==> src/rtl/rct_pkg.sv <==
package rct_pkg;
  localparam int ADDR_W = 3;

  typedef enum logic [ADDR_W-1:0] {
    REG_MODE1 = 3'd0,
    REG_MODE2 = 3'd1,
    REG_LOAD_A = 3'd2,
    REG_LOAD_B = 3'd3,
    REG_CAPT  = 3'd4,
    REG_STAT  = 3'd5
  } reg_addr_e;

  localparam int CLR_AFTER_CAP_BIT = 7;
  localparam int IRQ_MUTE_BIT      = 2;
  localparam int STAT_FLAG_BIT     = 0;
endpackage

==> src/rtl/input_edge_detect.sv <==
module input_edge_detect #(
  parameter int STAGES = 2
) (
  input  logic clk,
  input  logic rst_n,
  input  logic din,
  output logic rise_o
);
  localparam int CHAIN = STAGES + 1;

  logic [CHAIN-1:0] chain_q;
  logic [CHAIN-1:0] chain_d;

  always_comb begin
    chain_d = chain_q;
    chain_d[0] = din;
    for (int i = 1; i < CHAIN; i++) begin
      chain_d[i] = chain_q[i-1];
    end
  end

  always_ff @(posedge clk or negedge rst_n) begin
    if (!rst_n) chain_q <= '0;
    else        chain_q <= chain_d;
  end

  assign rise_o = chain_q[STAGES-1] & ~chain_q[STAGES];


  rise_single_chk: assert property (@(posedge clk) disable iff (!rst_n)
    rise_o |=> !rise_o);
endmodule

==> src/rtl/down_divider.sv <==
module down_divider #(
  parameter int W = 8,
  parameter logic [W-1:0] RST_VAL = '1
) (
  input  logic         clk,
  input  logic         rst_n,
  input  logic         tick,
  input  logic         ld_we,
  input  logic [W-1:0] ld_val,
  output logic [W-1:0] cnt_o,
  output logic         uf_o
);
  logic [W-1:0] cnt_q;
  logic [W-1:0] cnt_d;
  logic         at_zero;

  assign at_zero = (cnt_q == '0);
  assign uf_o    = tick & at_zero;

  always_comb begin
    cnt_d = cnt_q;
    if (ld_we) begin
      cnt_d = ld_val;
    end else if (tick) begin
      if (at_zero) cnt_d = ld_val;
      else         cnt_d = cnt_q - 1'b1;
    end
  end

  always_ff @(posedge clk or negedge rst_n) begin
    if (!rst_n) cnt_q <= RST_VAL;
    else        cnt_q <= cnt_d;
  end

  assign cnt_o = cnt_q;


  reload_on_wrap_chk: assert property (@(posedge clk) disable iff (!rst_n)
    (uf_o && !ld_we) |=> (cnt_o == $past(ld_val)));


  step_down_chk: assert property (@(posedge clk) disable iff (!rst_n)
    (tick && !ld_we && cnt_o != '0) |=> (cnt_o == $past(cnt_o) - 1'b1));


  hold_idle_chk: assert property (@(posedge clk) disable iff (!rst_n)
    (!tick && !ld_we) |=> $stable(cnt_o));
endmodule

==> src/rtl/event_counter_capture.sv <==
module event_counter_capture #(
  parameter int W = 8
) (
  input  logic         clk,
  input  logic         rst_n,
  input  logic         inc,
  input  logic         cap_stb,
  input  logic         clr_en,
  output logic [W-1:0] cnt_o,
  output logic [W-1:0] cap_o
);
  logic [W-1:0] run_q, run_d;
  logic [W-1:0] cap_q, cap_d;

  always_comb begin
    run_d = run_q;
    cap_d = cap_q;
    if (cap_stb) cap_d = run_q;
    if (cap_stb && clr_en) run_d = '0;
    else if (inc)          run_d = run_q + 1'b1;
  end

  always_ff @(posedge clk or negedge rst_n) begin
    if (!rst_n) begin
      run_q <= '0;
      cap_q <= '0;
    end else begin
      run_q <= run_d;
      cap_q <= cap_d;
    end
  end

  assign cnt_o = run_q;
  assign cap_o = cap_q;


  capture_value_chk: assert property (@(posedge clk) disable iff (!rst_n)
    cap_stb |=> (cap_o == $past(cnt_o)));


  capture_hold_chk: assert property (@(posedge clk) disable iff (!rst_n)
    !cap_stb |=> $stable(cap_o));


  clear_after_cap_chk: assert property (@(posedge clk) disable iff (!rst_n)
    (cap_stb && clr_en) |=> (cnt_o == '0));


  count_step_chk: assert property (@(posedge clk) disable iff (!rst_n)
    (inc && !(cap_stb && clr_en)) |=> (cnt_o == $past(cnt_o) + 1'b1));
endmodule

==> src/rtl/ratio_capture_timer.sv <==
module ratio_capture_timer
  import rct_pkg::*;
#(
  parameter int W = 8,
  parameter int SYNC_STAGES = 2
) (
  input  logic              clk,
  input  logic              rst_n,
  input  logic              in_a,
  input  logic              in_b,
  input  logic              wr_en,
  input  logic [ADDR_W-1:0] addr,
  input  logic [W-1:0]      wdata,
  output logic [W-1:0]      rdata,
  output logic              irq
);
  localparam logic [W-1:0] MODE1_RST = W'(1) << CLR_AFTER_CAP_BIT;
  localparam logic [W-1:0] LOAD_RST  = '1;

  logic [W-1:0] mode1_q, mode1_d;
  logic [W-1:0] mode2_q, mode2_d;
  logic [W-1:0] load_a_q, load_a_d;
  logic [W-1:0] load_b_q, load_b_d;
  logic         flag_q, flag_d;

  logic         we_mode1, we_mode2, we_load_a, we_load_b, we_stat;
  logic [1:0]   rise;
  logic [1:0]   pin_vec;
  logic         uf_a, uf_b;
  logic [W-1:0] div_a_cnt, div_b_cnt;
  logic [W-1:0] run_cnt, cap_val;

  assign pin_vec = {in_b, in_a};

  for (genvar g = 0; g < 2; g++) begin : g_in
    input_edge_detect #(.STAGES(SYNC_STAGES)) u_edge (
      .clk    (clk),
      .rst_n  (rst_n),
      .din    (pin_vec[g]),
      .rise_o (rise[g])
    );
  end

  assign we_mode1  = wr_en && (addr == REG_MODE1);
  assign we_mode2  = wr_en && (addr == REG_MODE2);
  assign we_load_a = wr_en && (addr == REG_LOAD_A);
  assign we_load_b = wr_en && (addr == REG_LOAD_B);
  assign we_stat   = wr_en && (addr == REG_STAT);

  down_divider #(.W(W), .RST_VAL(LOAD_RST)) u_div_a (
    .clk    (clk),
    .rst_n  (rst_n),
    .tick   (rise[0]),
    .ld_we  (we_load_a),
    .ld_val (we_load_a ? wdata : load_a_q),
    .cnt_o  (div_a_cnt),
    .uf_o   (uf_a)
  );

  down_divider #(.W(W), .RST_VAL(LOAD_RST)) u_div_b (
    .clk    (clk),
    .rst_n  (rst_n),
    .tick   (rise[1]),
    .ld_we  (we_load_b),
    .ld_val (we_load_b ? wdata : load_b_q),
    .cnt_o  (div_b_cnt),
    .uf_o   (uf_b)
  );

  event_counter_capture #(.W(W)) u_cap (
    .clk     (clk),
    .rst_n   (rst_n),
    .inc     (uf_a),
    .cap_stb (uf_b),
    .clr_en  (mode1_q[CLR_AFTER_CAP_BIT]),
    .cnt_o   (run_cnt),
    .cap_o   (cap_val)
  );

  always_comb begin
    mode1_d  = mode1_q;
    mode2_d  = mode2_q;
    load_a_d = load_a_q;
    load_b_d = load_b_q;
    flag_d   = flag_q;
    if (we_mode1)  mode1_d  = wdata;
    if (we_mode2)  mode2_d  = wdata;
    if (we_load_a) load_a_d = wdata;
    if (we_load_b) load_b_d = wdata;
    if (we_stat && wdata[STAT_FLAG_BIT]) flag_d = 1'b0;
    if (uf_b && !mode2_q[IRQ_MUTE_BIT])  flag_d = 1'b1;
  end

  always_ff @(posedge clk or negedge rst_n) begin
    if (!rst_n) begin
      mode1_q  <= MODE1_RST;
      mode2_q  <= '0;
      load_a_q <= LOAD_RST;
      load_b_q <= LOAD_RST;
      flag_q   <= 1'b0;
    end else begin
      mode1_q  <= mode1_d;
      mode2_q  <= mode2_d;
      load_a_q <= load_a_d;
      load_b_q <= load_b_d;
      flag_q   <= flag_d;
    end
  end

  always_comb begin
    rdata = '0;
    case (addr)
      REG_MODE1:  rdata = mode1_q;
      REG_MODE2:  rdata = mode2_q;
      REG_LOAD_A: rdata = load_a_q;
      REG_LOAD_B: rdata = load_b_q;
      REG_CAPT:   rdata = cap_val;
      REG_STAT:   rdata = {{(W-1){1'b0}}, flag_q};
      default:    rdata = '0;
    endcase
  end

  assign irq = flag_q;


  irq_raise_chk: assert property (@(posedge clk) disable iff (!rst_n)
    (uf_b && !mode2_q[IRQ_MUTE_BIT]) |=> irq);


  irq_muted_chk: assert property (@(posedge clk) disable iff (!rst_n)
    (!irq && mode2_q[IRQ_MUTE_BIT]) |=> !irq);


  irq_sticky_chk: assert property (@(posedge clk) disable iff (!rst_n)
    (irq && !(we_stat && wdata[STAT_FLAG_BIT])) |=> irq);
endmodule

==> config.mk <==
export PLATFORM = sky130hd
export DESIGN_NAME = ratio_capture_timer
export DESIGN_NICKNAME = d
export VERILOG_FILES = /design/src/rtl/rct_pkg.sv /design/src/rtl/input_edge_detect.sv /design/src/rtl/down_divider.sv /design/src/rtl/event_counter_capture.sv /design/src/rtl/ratio_capture_timer.sv
export SDC_FILE = /design/constraint.sdc
export NUM_CORES = 1
export LEC_CHECK = 0
export ABC_AREA = 1
export BUFFER_PORTS_ARGS = -buffer_cell sky130_fd_sc_hd__buf_4
export CAP_MARGIN = 20
export CORE_MARGIN = 5
export CORE_UTILIZATION = 45
export DETAILED_ROUTE_END_ITERATION = 12
export MAX_ROUTING_LAYER = met4
export PLACE_DENSITY = 0.67
export SLEW_MARGIN = 10
export SYNTH_ARGS = -nofsm -noshare
export SYNTH_HDL_FRONTEND = slang
export SYNTH_SLANG_ARGS = --single-unit
==> constraint.sdc <==
create_clock -name clk -period 3.8 [get_ports clk]
set_clock_uncertainty 0.05 [all_clocks]
set_input_delay 0.19 -clock clk [delete_from_list [all_inputs] [get_ports clk]]
set_output_delay 0.19 -clock clk [all_outputs]
set_load 0.005 [all_outputs]
==> metrics list, run 1 <==
* Smallest hold slack: 0.0615 ns
- For this run, the slowest stage of the critical path takes 0.53 ns.
- The critical path starts at u_div_a.cnt_o[0].
* Post-Layout Cell Count: 625
- Switching part of the total power: 34.6%
* Post-synthesis instance area: 3770 µm²
* Buffers inserted during post-CTS setup optimization: 0
- The number of hold buffers added after CTS was 3.
- Rows: 33
- The final layout contains routed wiring with a total length of 9060 µm.
- Worst slew margin: 40.1%
- Path category of the worst min-delay check: input port to flip-flop
* Number of synthesized flops with an enable pin: 0
- The commonest cells after synthesis are 174 x nand2_1, 56 x inv_1, 43 x nand3_1, 38 x dfrtp_1, 33 x dfstp_2.
- At the placement stage, the worst setup path has a slack of 1.90 ns.
- On the critical path, the stage with the largest delay is an instance of dfstp_2.
- The synthesized design devotes to its leading area cell type 25.2% of total area.
- CP endpoint kind: flip-flop
* Max Transition Viols Final: 0
* Die Ht: 102 µm
- Setup repair after global routing left no endpoint under its margin.
- Initial antenna violation count: 0
* Cell-internal power: 1.65 mW
- Based on the critical path, the design can be clocked at up to 527 MHz.
- Most numerous cell on the critical path: inv_1
- Biggest area consumer among synthesized cells: dfrtp_1
* Clk root buf: clkbuf_8
- The clock period could shrink to 1.90 ns.
- DRT antenna net count: 0
- Critical Setup Path Class: flip-flop to flip-flop
* Number of instances in the synthesized netlist: 486
- Share of the core filled with cells in the final layout: 52.1%
- Dividing the detail-routed wire length by the instance count gives 14.5 µm.
* Least-Margin Pin Slew: 0.899 ns
* Clock-pin slew on the worst setup and hold paths: 0.08 ns
- Yosys instantiated no cell more often than nand2_1.
- GR Util All Layers: 19.8%
- RR Endpoint: u_cap.cnt_o[1]
* Power per cell area: 591 nW/µm²
- In this run, CTS created clock tree buffers numbering 9.
* Final count of negative-setup-slack endpoints: 0
* Buffers & Inverters on Critical Path: 3
- Core area: 8180 µm²
* Estimated wirelength of the detail-placed design: 6640 µm
- Maxcap violations: 0
- Portion of total power attributed to the clock network: 26.3%
- Result of the run: finished clean
- The tree built by TritonCTS fans out to 71 sinks.
- In the routed design, unresolved DRC markers number 0.
- Mean area per synthesized cell: 7.77 µm²
- Counting flops and latches in the post-synthesis netlist gives 71.
- The worst register-to-register path has a setup slack of 1.90 ns.
- Summed over all cells, the static leakage comes to 2.13 nW.
* Number of different library cells in the post-synthesis netlist: 31
- Relative area change from synthesis to final layout: 12.9%
- The number of nets handed over by synthesis was 506.
- Critical path fanouts, max: 11
- TritonCTS built the clock tree.
- Placed cell areas: 4020 µm²
- Once layout is done, the placed cells without fillers occupy 4260 µm².
- During placement, the flow inserted port buffers numbering 24.
* X dimension of the die: 102 µm
* Top delay family on crit path: simple AND/OR/NAND/NOR gates
- Drt via density: 5.17
- At the end of the flow, the number of nets in the layout was 535.
- The worst setup path is launched from a flip-flop.
- The via count of the first global-routing pass came to 3,076.
- The total overflow left after global routing is 0.
- Along the worst hold path, the cell count comes to 3.
* P_sw: 0.872 mW
- Clock latency on the worst-skew pair, taken at its later pin, is 0.35 ns.
* Total power draw: 2.52 mW
- Gpl congestion: 0.849
- Final sum of negative setup slack: 0 ns
* Combinational Power Share: 28.7%
* Largest net degree at the start of global routing: 72
* Layout cell share with drive strength beyond 1: 19.4%
- Yosys Warn Count: 0
- Number of failing hold endpoints at the final stage: 0
- Proportion of power drawn by flip-flops and latches: 45.0%
- In the post-synthesis netlist, the biggest area contributors are dfrtp_1 25%, dfstp_2 23%, nand2_1 17%.
* Startpoint of the most critical register-to-register path: u_div_a.cnt_o[0]
- Worst vdd ir: 0.236 mV
- Setup WS post-layout: 1.90 ns
- Clock buffer depth: 2
* Number of cells after detailed placement: 606
* Top FF cell, synth: dfrtp_1
- After filler insertion, the fill cell instance count of the layout stands at 810.
- The critical path runs through a total of 9 cells.
* Area of the die: 10,300 µm²
* Endpoint required time on the critical path: 4.03 ns
- Following the worst setup path forward leads to its endpoint at u_cap.cnt_o[1].
* Number of antenna diodes: 0
- Number of H-tree branching levels: 3
- The detailed router finished its first iteration with 245 violations.
- Crit path arrival time: 2.13 ns
- Of all flip-flops after synthesis, the portion carrying an async set or reset was 100%.
* Number of cells on the worst reg-to-reg path: 9
* Cell-by-cell trace of the critical path: inv_1, ha_1, inv_1, nor2_1, nand2_1, nor2_4, inv_1, nand2_1, a21oi_1
- Number of vias in the routed layout: 3,232
- Pin placement for this block handled 25 I/O pins.
* Post-cts repair resize count: 0
* First-pass GRT wire length: 15,400 µm
* Final cycle utilization of the critical path: 50.0%
* Initial DRT Pass Iterations: 5
- Of the synthesized area, sequential elements account for 48.2%.
* Effective utilization at floorplan: 46.2%
logic make-up (layout without fill, tap and decap cells):
family                   count (synthesis)  in the layout  synth area share (%)
adder cells (fa/ha/maj)                  4              4                  1.33
buffers and inverters                   75            109                  8.39
flip-flops                              71             71                  48.2
XOR/XNOR                                 6              6                  1.39
AND/OR/NAND/NOR                        269            269                  30.8
AO/OA/AOI/OAI                           61             61                  9.91
registers in the layout, indices dropped and copies added, names as in the netlist:
name / cells
g_in.u_edge.chain_q: 6
irq: 1
load_a_q: 8
load_b_q: 8
mode1_q: 8
mode2_q: 8
u_cap.cap_o: 8
u_cap.cnt_o: 8
u_div_a.cnt_o: 8
u_div_b.cnt_o: 8
worst min path at each step:
stage | from | endpoint | slack (ns)
floorplan | rst_n | g_in[0].u_edge.chain_q[0] | -0.16
global placement | in_b | g_in[1].u_edge.chain_q[0] | 0.25
detailed placement | in_b | g_in[1].u_edge.chain_q[0] | 0.25
CTS | wdata[1] | u_div_a.cnt_o[1] | 0.05
global route | wdata[1] | u_div_a.cnt_o[1] | 0.05
finish | wdata[1] | u_div_a.cnt_o[1] | 0.06
area by class of cell:
class                   instances  area, µm²  share of cell area, %
flip-flops and latches         71       1820                   42.7
multi-input cells             340       1640                   38.5
inverters                      66        248                   5.81
repair buffers                 27        210                   4.93
well taps                     105        131                   3.08
clock buffers                  10        128                   3.00
clock inverters                 6       85.1                   2.00
placed cells by master (no fill, tap or decap), drive strengths merged, types with 2 or more instances in the layout:
master | synthesis | final
o21bai | 2 | 2
nand2 | 180 | 180
a21oi | 3 | 3
bufinv | 0 | 2
dlygate4sd3 | 0 | 3
nand3 | 44 | 44
o211ai | 2 | 2
nor2 | 32 | 32
nor3 | 2 | 2
clkinv | 0 | 3
clkbuf | 0 | 10
buf | 9 | 24
nand4 | 9 | 9
a22oi | 7 | 7
o2111ai | 3 | 3
o21a | 2 | 2
ha | 4 | 4
dfstp | 33 | 33
dfrtp | 38 | 38
o21ai | 41 | 41
inv | 66 | 66
xor2 | 6 | 6
worst min-delay path: stages:
cell     delay (ns)
buf_4          0.10
nand2_1        0.06
nand3_1        0.08
power groups by stage:
stage | clock network [mW] | registers [mW] | logic, mW
2_1_floorplan | 0 | 1.10 | 0.556
3_3_place_gp | 0 | 1.14 | 0.712
3_5_place_dp | 0 | 1.14 | 0.725
4_1_cts | 0.676 | 1.13 | 0.730
5_1_grt | 0.716 | 1.15 | 0.836
6_report | 0.662 | 1.13 | 0.724
routing by layer:
layer | routed length [µm] | GRT usage, %
met3 | 405 | 4.13
met4 | 84 | 5.21
met5 | 0 | -
met2 | 4140 | 29.1
met1 | 4420 | 27.8
Power figures use the tool's default switching activity.
==> inputs of run 2 (changes only) <==
PLACE_DENSITY = 0.7   (was 0.67)
clock period = 1.55 ns   (was 3.8 ns; I/O delays follow)
==> run 2 against run 1 <==
Against the previous run:
- clock power is 100% higher
- global-route usage rose by 0.53 points
- final cell count increased by 4.2%
- final area increased by 5.3%
- critical endpoint is now u_cap.cnt_o[0]
- non-clock buffer count increased by 26
- clock-buffer cell count grew 5
- critical path type unchanged
- hold slack lost 0.019 ns
- utilization is 2.8 points higher
- highest routed layer unchanged
- via count increased by 4.6%
- first-iteration DRC count down 11%
==> metrics list, run 2 (synthesis results as in run 1) <==
- The flow ran to the end, and the final reports show no timing, DRC or antenna violations.
- Leak pwr: 2.26 nW (+6.0%)
- The required time of the critical path came to 1.77 ns (-2.26 ns).
- Clock period minus final worst setup slack: 1.51 ns (-0.384 ns)
- The share of layout cells above drive strength 1 was 23.4% (+4.0 points).
- Startpoint of the most critical register-to-register path: u_div_a.cnt_o[1]
- The clock transition time at the flip-flop clock pins of the worst setup and hold paths was 0.08 ns (about the same).
- Path category of the worst min-delay check: input port to flip-flop
- Die Ht: 102 µm (unchanged)
* Critical Setup Path Class: flip-flop to flip-flop
- Max Freq: 660 MHz (+25%)
- The depth of the most critical reg-to-reg path was 9 (unchanged).
- DRC: 0 (unchanged)
- The level count of the clock H-tree came to 3 (unchanged).
- Switching part of the total power: 35.5% (+0.83 points)
- The wire length of the first global-routing pass was 15,800 µm (+2.5%).
- The final clock period utilization by the worst path is 97.7% (+48 points).
* Number of DRC violations after detailed-routing iteration 0: 218 (-11%)
- Maxcap violations: 0 (unchanged)
- The number of clock buffers inserted by TritonCTS was 9 (unchanged).
- The initial core utilization was 46.2% (unchanged).
* Initial antenna violation count: 0 (unchanged)
* Placed cell areas: 4170 µm² (+3.8%)
* Hold Crit Endpoint: load_b_q[5]
* Area of the die: 10,300 µm² (unchanged)
- Total wirelength of the detailed-routed design: 9350 µm (+3.2%)
- Register-to-Register Setup Slack: 0.04 ns (-1.87 ns)
- Setup WS post-layout: 0.0354 ns (-1.87 ns)
- The final number of setup-violating endpoints is 0 (unchanged).
* Max Transition Viols Final: 0 (unchanged)
- The share of total power in combinational logic came to 33.3% (+4.6 points).
- The final RePlAce weighted congestion came to 0.898 (+5.7%).
- Most common cell after layout, fill and taps aside: nand2_1
- Number of placed I/O pins: 25 (unchanged)
- Largest net degree at the start of global routing: 35 (-51%)
- Proportion of power drawn by flip-flops and latches: 44.8% (-0.2 points)
- RR Endpoint: u_cap.cnt_o[0]
- The per-cell routed wire length is 14.4 µm (-0.95%).
- Post-route design area: 4490 µm² (+5.3%)
- Smallest hold slack: 0.0422 ns (-0.0193 ns)
* GR Util All Layers: 20.3% (+0.53 points)
* Critical path fanouts, max: 8 (-3)
- DRT antenna net count: 0 (unchanged)
- The via count of the first global-routing pass came to 3,269 (+6.3%).
- The max-slew headroom at the worst pin was 70.1% (+30 points).
- Clock buffer depth: 2 (unchanged)
* Worst vdd ir: 0.657 mV (+180%)
- CTS tree: built
- The number of nets in the final layout is 561 (+4.9%).
- The net switching power is 2.19 mW (+150%).
- The insertion delay to the later sink of the worst-skew pair came to 0.35 ns (about the same).
* Num Clock Sinks: 71 (unchanged)
- Number of vias in the routed layout: 3,381 (+4.6%)
* Type of origin of the critical path: flip-flop
- Aggregate global routing overflow: 0 (unchanged)
- Portion of total power attributed to the clock network: 21.9% (-4.4 points)
- The arrival time at the worst endpoint came to 1.73 ns (-0.40 ns).
* Cell-internal power: 3.98 mW (+140%)
- Least-Margin Pin Slew: 0.448 ns (-0.451 ns)
- Hold Crit Start: wr_en
- WHS Path Cells: 3 (unchanged)
- CP endpoint kind: flip-flop
* Number of antenna diodes: 0 (unchanged)
* Estimated wirelength of the detail-placed design: 6860 µm (+3.3%)
* Relative area change from synthesis to final layout: 18.8%
- Setup repair after global routing could not meet its margin everywhere.
* Power per cell area: 1370 nW/µm² (+130%)
- The core footprint is 8180 µm² (unchanged).
- Commonest cells after routing, fill and taps aside: 172 x nand2_1, 52 x inv_1, 43 x nand3_1
- Number of failing hold endpoints at the final stage: 0 (unchanged)
* Total power draw: 6.17 mW (+140%)
- The port buffer count came to 24 (unchanged).
- The count of standard-cell rows is 33 (unchanged).
* Initial DRT Pass Iterations: 5 (unchanged)
- The die extent in x is 102 µm (unchanged).
* Clk root buf: clkbuf_8
- Worst Setup Slack post-DPL: -0.0204 ns (-1.92 ns)
- Drt via density: 5.19 (+0.43%)
## run 2: cell types whose count changed in the layout (fill, tap and decap cells not counted), moves of 3 or more
cell           before  now
inv_2              10   13
clkbuf_1            1    4
inv_1              56   52
buf_4              24   40
dlygate4sd3_1       3   10
## run 2: worst max-delay path, stage by stage, from the launching register on
cell and delay (ns):
dfstp_2 0.37, inv_1 0.07, ha_1 0.14, inv_1 0.04
nor2_1 0.13, nand2_2 0.12, nor2_4 0.14, buf_6 0.14
nor2_1 0.04, nor3_1 0.18
## run 2: layout make-up
| class | instances | area [µm²] |
|---|---|---|
| Sequential cell | 71 | 1820 |
| Clock buffer | 15 | 166 |
| Clock inverter | 1 | 5.00 |
| Tap cell | 105 | 131 |
| Timing Repair Buffer | 53 | 443 |
| Fill cell | 754 | 3690 |
| Inverter | 66 | 250 |
| Multi-Input combinational cell | 340 | 1670 |
## run 2: per-stage QoR
stage	util, %	instances	setup TNS [ns]
after floorplan	-	486	0
after global placement	51.0	623	0
after detailed placement	51.0	623	-0.0287
after CTS	54.4	649	0
after global routing	54.9	651	-0.503
final	54.9	651	0
## run 2: how the worst max path moves through the flow
stage                          start               end  slack [ns]
floorplan           u_div_b.cnt_o[1]    u_cap.cnt_o[7]        0.03
global placement    u_div_a.cnt_o[1]    u_cap.cnt_o[1]        0.04
detailed placement  u_div_b.cnt_o[1]    u_cap.cnt_o[0]       -0.02
CTS                 u_div_b.cnt_o[1]    u_cap.cap_o[4]       0.006
global route        u_div_b.cnt_o[1]  u_div_b.cnt_o[1]       -0.05
finish              u_div_a.cnt_o[1]    u_cap.cnt_o[0]        0.04
## run 2: what timing repair did
action / 4_1_cts / 5_1_grt
endpoints found under the hold margin: 63 / 0
setup endpoints to repair: 4 / 30
pin swaps: 0 / 1
setup buffers: 0 / 2
resized for setup: 3 / 10
hold buffers: 10 / 0
## run 2: power by group through the flow
stage | clock [mW] | combinational (mW) | sequential, mW
floorplan | 0 | 1.39 | 2.70
global placement | 0 | 1.91 | 2.77
detailed placement | 0 | 1.96 | 2.79
CTS | 1.37 | 2.01 | 2.76
global route | 1.47 | 2.34 | 2.82
finish | 1.35 | 2.05 | 2.76
## run 2: metal layers
layer	wire length [µm]	up-vias	global-route usage, %	part of all wire [%]
li1	-	1654	-	-
met1	4310	1629	27.3	46
met2	4420	82	30.4	47
met3	442	16	3.17	4.7
met4	167	0	8.79	1.8
met5	0	-	-	0
